==> config.mk <==
export PLATFORM = sky130hd
export DESIGN_NAME = kbc_gate_a20
export DESIGN_NICKNAME = d
export VERILOG_FILES = /design/src/rtl/kbc_gate_a20.sv
export SDC_FILE = /design/constraint.sdc
export NUM_CORES = 1
export LEC_CHECK = 0
export ABC_AREA = 1
export BUFFER_PORTS_ARGS = -buffer_cell sky130_fd_sc_hd__buf_2
export CORE_MARGIN = 4
export CORE_UTILIZATION = 41
export CTS_CLUSTER_SIZE = 8
export DETAILED_ROUTE_END_ITERATION = 8
export PLACE_DENSITY = 0.85
export SKIP_CTS_REPAIR_TIMING = 1
export SYNTH_ARGS = -nofsm -noshare
export SYNTH_HDL_FRONTEND = slang
export SYNTH_SLANG_ARGS = --single-unit
==> constraint.sdc <==
create_clock -name clk -period 1.1 [get_ports clk]
set_input_delay 0.22 -clock clk [delete_from_list [all_inputs] [get_ports clk]]
set_output_delay 0.22 -clock clk [all_outputs]
set_load 0.05 [all_outputs]
==> src/rtl/kbc_gate_a20.sv <==
module kbc_gate_a20 #(
  parameter int          AW        = 16,
  parameter int          DW        = 8,
  parameter logic [15:0] CMD_PORT  = 16'h0064,
  parameter logic [15:0] DATA_PORT = 16'h0060,
  parameter logic [7:0]  A20_CMD   = 8'hD1,
  parameter int          A20_BIT   = 1
) (
  input  logic          clk,
  input  logic          rst_n,
  input  logic          lreset_n,
  input  logic          hwr_valid,
  input  logic [AW-1:0] hwr_addr,
  input  logic [DW-1:0] hwr_data,
  input  logic          cpu_wr,
  input  logic [DW-1:0] cpu_wdata,
  input  logic          cpu_ibuf_rd,
  output logic [DW-1:0] cpu_rdata,
  output logic [DW-1:0] ibuf_data,
  output logic          cmd_flag,
  output logic          ibf,
  output logic          ibf_irq,
  output logic          a20_sel,
  output logic          a20_out
);

  logic en, pending;

  wire wr_ok   = hwr_valid && lreset_n;
  wire wr_cmd  = wr_ok && (hwr_addr == AW'(CMD_PORT));
  wire wr_dat  = wr_ok && (hwr_addr == AW'(DATA_PORT));
  wire seq_cmd = wr_cmd && en && (hwr_data == A20_CMD);
  wire seq_dat = wr_dat && en && pending;
  wire normal  = (wr_cmd && !seq_cmd) || (wr_dat && !seq_dat);

  assign cpu_rdata = {{(DW-1){1'b0}}, en};
  assign a20_sel   = en && lreset_n;

  always_ff @(posedge clk or negedge rst_n) begin
    if (!rst_n) en <= 1'b0;
    else if (cpu_wr) en <= cpu_wdata[0];
  end

  always_ff @(posedge clk or negedge rst_n) begin
    if (!rst_n) begin
      pending <= 1'b0;
      a20_out <= 1'b1;
    end else if (!lreset_n) begin
      pending <= 1'b0;
      a20_out <= 1'b0;
    end else begin
      if (!en || wr_cmd) pending <= seq_cmd;
      else if (seq_dat) pending <= 1'b0;
      if (seq_dat) a20_out <= hwr_data[A20_BIT];
    end
  end

  always_ff @(posedge clk or negedge rst_n) begin
    if (!rst_n) begin
      ibuf_data <= '0;
      cmd_flag  <= 1'b0;
      ibf       <= 1'b0;
      ibf_irq   <= 1'b0;
    end else begin
      if (wr_cmd || wr_dat) begin
        ibuf_data <= hwr_data;
        cmd_flag  <= wr_cmd;
      end
      ibf_irq <= normal;
      if (normal) ibf <= 1'b1;
      else if (cpu_ibuf_rd) ibf <= 1'b0;
    end
  end

endmodule


# Word level (Yosys, flattened, before mapping)
# Cells that the tools add are included.
# word_totals
register_bits	14
# op_classes
eq_ne	5
muxes	7
n_reduce_logical	17
# ops
op	count
equality test 16 x 7 -> 1 bit (second input constant)	2
logical AND 1 bit	10
equality test 8 bit (second input constant)	1
two-way mux 1 bit	7
logical NOT 1 bit	3
logical OR 1 bit	3
!= test 3 x 1 -> 1 bit (second input constant)	1
!= test 2 x 1 -> 1 bit (second input constant)	1
nonzero test 2 bit	1

# Longest topological paths before layout
# logic_depth
depth_word	8
mapped_depth	8
ltp_nobuf	8

# Worst setup path before layout
# OpenSTA, ideal clock, no wires.
# synth_path
path_kind	input -> register
from	in hwr_addr[9]
to	reg ibuf_data[0]
setup_ns	0.118
t_arrival_ns	0.885
path_slack_ns	0.097
path_stages	8
path_cell_list	nor2_1 inv_1 nor2_1 nand2_1 nor2_2 nand2_2 nand2_1 nand2_1
# synth_between
elab_chain_len	3
word_cells_on_any_way	5
classes_between	2 x eq/ne; 3 x reduce/logical
# synth_lines
element	line_no	rtl
from (decl)	13	input logic [AW-1:0] hwr_addr,
equality test 16 x 7 -> 1 bit, on equally long branches	30, 31	
logical AND 1 bit, on equally long branches	30, 31	
logical OR 1 bit *	65	if (wr_cmd || wr_dat) begin
to (signal assigned)	66	ibuf_data <= hwr_data;
to (decl)	19	output logic [DW-1:0] ibuf_data,
# Mark *: on every way between the ends. The rest lies on a longest branch, timed or not.
# A chain may end at the register's enable or synchronous reset.

# Worst setup path in the final report
# layout_path
from	reg a20_out
to	out a20_out
# layout_lines
element	line_no	rtl
from (decl)	24	output logic a20_out
from (signal assigned)	54	if (seq_dat) a20_out <= hwr_data[A20_BIT];
# No word-level cell between the ends.

==> metrics.md <==
| Metric | Value |
|---|---|
| Commonest cells after routing, fill and taps aside | `nand2_1, buf_2, nor2_1, inv_1` |
| Die H | `54.5 µm` |
| Layout cells sized above 1 | `38.3%` |
| Worst setup path class | `reg2out` |
| Yosys reg bits | `14` |
| Hold WC Path Type | `in2reg` |
| CP Data Arrival Time | `0.97 ns` |
| Drt wl/cell | `11.8 µm` |
| Ys Warns | `0` |
| GPL Wtd Cong | `0.904` |
| End of the critical path | `a20_out` |
| First-pass GRT wire length | `3.80 mm` |
| Critical Path Start | `a20_out` |
| Final Cell Area | `1320 µm²` |
| Max Transition Viols Final | `0` |
| Register area share after synthesis | `39.6%` |
| Worst R2R Path Depth | `7` |
| Iteration-0 DRC Markers | `6` |
| Vias | `1004` |
| Worst-Skew Late Latency | `0.28 ns` |
| Post-synthesis cell count | `130` |
| Initial antenna violation count | `0` |
| Clk_skew | `0.00646 ns` |
| R2R Setup Slk | `0.05 ns` |
| Largest net degree at the start of global routing | `15` |
| N_diodes | `0` |
| Fin crit share | `108%` |
| Die W | `54.5 µm` |
| DR vias/cell | `4.67` |
| Number of I/O port buffers | `44` |
| Hold Fails Final Rpt | `0` |
| Minimum clock period | `1.19 ns` |
| Area post-placement | `1160 µm²` |
| Setup violators final | `3` |
| Outcome | `finished with violations` |
| CP max stage delay | `0.55 ns` |
| Row Count | `16` |
| Peak supply drop | `758 µV` |
| Max Fclk | `843 MHz` |
| Startpoint types | `register` |
| Worst R2R End | `a20_out` |
| Post-Syn Area per Cell | `6.83 µm²` |
| Final antenna-violating net count | `0` |
| First-pass DRT Iterations | `6` |
| Netlist cell types | `17` |
| CP endpoint kind | `output port` |
| Crit path max fanout | `2` |
| Pwr/cell area | `815 nW/µm²` |
| Hold Worst Slack | `0.158 ns` |
| # Max-Cap Violations | `0` |
| Number of global-route vias before repair | `982` |
| Worst r2r src | `en` |
| Multi-input gate area | `450 µm²` |
| Fillers | `199` |
| Area delta synth->final | `48.2%` |
| FF/Latch Area | `352 µm²` |
| RSZ-0062 raised after global routing | `yes` |
| Initial Util | `44.4%` |
| DRC violations left | `0` |
| Post-Route WL | `2.54 mm` |
| Die Area | `2980 µm²` |
| Final worst slack | `-0.0860 ns` |
| CTS buffer count | `3` |
| CP Buf/Inv Count | `1` |
| CP required | `0.88 ns` |
| Lkg Pwr | `0.774 nW` |
| Worst Min Path Start | `hwr_data[0]` |
| CTS root buf | `clkbuf_4` |
| Most common cell after layout, fill and taps aside | `nand2_1` |
| CP Cell Sequence | `buf_8` |
| NumNets Final | `227` |
| Total track usage | `17.5%` |
| CTS Buffer Depth | `2` |
| H-tree Lvls | `1` |
| Total grt overflow | `0` |
| CTS tree | `yes` |
| CTS Sinks | `14` |
| CP max stage cell | `dfstp_2` |
| Clock slew at reported path FFs | `0.08 ns` |
| CP top delay family | `flip-flops` |
| Failing checks | `setup timing` |
| Ports | `59` |
| Synth Cell Area | `888 µm²` |
| Core Region | `2000 µm²` |
| Critical Path Stages | `1` |
| Dpl hpwl | `2.02 mm` |
cell families (layout without fill, tap and decap cells):
group,after synthesis,count (layout),share of synthesized area (%)
and+or+nand+nor,89,89,45.5
AOI/OAI and AO/OA,1,1,0.563
buffers and inverters,25,77,13.9
DFF,14,14,39.6
other,1,7,0.422
metal layers:
metal  wire, µm  global-route usage [%]  share of wire, %
met4         18                    7.05              0.71
met2       1300                    31.9                51
met3        256                    4.63                10
met1        969                    19.1                38
met5          0                       0                 0
cell type report:
type	instances	share of cell area [%]
multi-input cells	97	34.2
well taps	27	2.57
flip-flops and latches	14	26.7
inverters	17	4.85
repair buffers	56	29.7
clock buffers	4	2.00
cells in the mapped netlist (all sizes together):
| cell | instances | area [µm²] |
|---|---|---|
| buf | 8 | 60.1 |
| conb | 1 | 3.75 |
| dfrtp | 13 | 325 |
| dfstp | 1 | 26.3 |
| inv | 17 | 63.8 |
| nand2 | 50 | 193 |
| nand3 | 6 | 30.0 |
| nand4 | 8 | 56.3 |
| nor2 | 23 | 98.8 |
| nor3 | 2 | 26.3 |
| o21ai | 1 | 5.00 |
report_power, final:
part / total [mW] / switching (mW) / internal, mW
Clock: 0.300 / 0.159 / 0.140
Sequential: 0.521 / 0.00321 / 0.518
Combinational: 0.252 / 0.167 / 0.0855
metrics by stage:
stage	cells	power (mW)	setup slack, ns	setup TNS (ns)	util [%]
6_report	215	1.07	-0.0860	-0.195	65.8
5_1_grt	215	1.14	-0.132	-0.436	65.8
4_1_cts	210	1.06	-0.199	-0.665	59.1
3_5_place_dp	206	0.760	-0.174	-1.67	57.8
3_3_place_gp	206	0.751	-0.0960	-0.844	57.8
2_1_floorplan	136	0.676	0.0973	0	-
registers in the layout (all words and copies together) (netlist names):
register / count
ibuf_data: 8
ibf: 1
cmd_flag: 1
ibf_irq: 1
a20_out: 1
en: 1
pending: 1
worst min-delay path by stage:
stage,slack [ns],depth (start not counted),end
2_1_floorplan,-0.08,0,cmd_flag
3_3_place_gp,0.12,1,ibuf_data[4]
3_5_place_dp,0.14,1,ibuf_data[7]
4_1_cts,-0.17,1,ibuf_data[6]
5_1_grt,0.16,3,ibuf_data[6]
6_report,0.16,3,ibuf_data[0]
No activity file was read; power rests on OpenSTA's default activity.
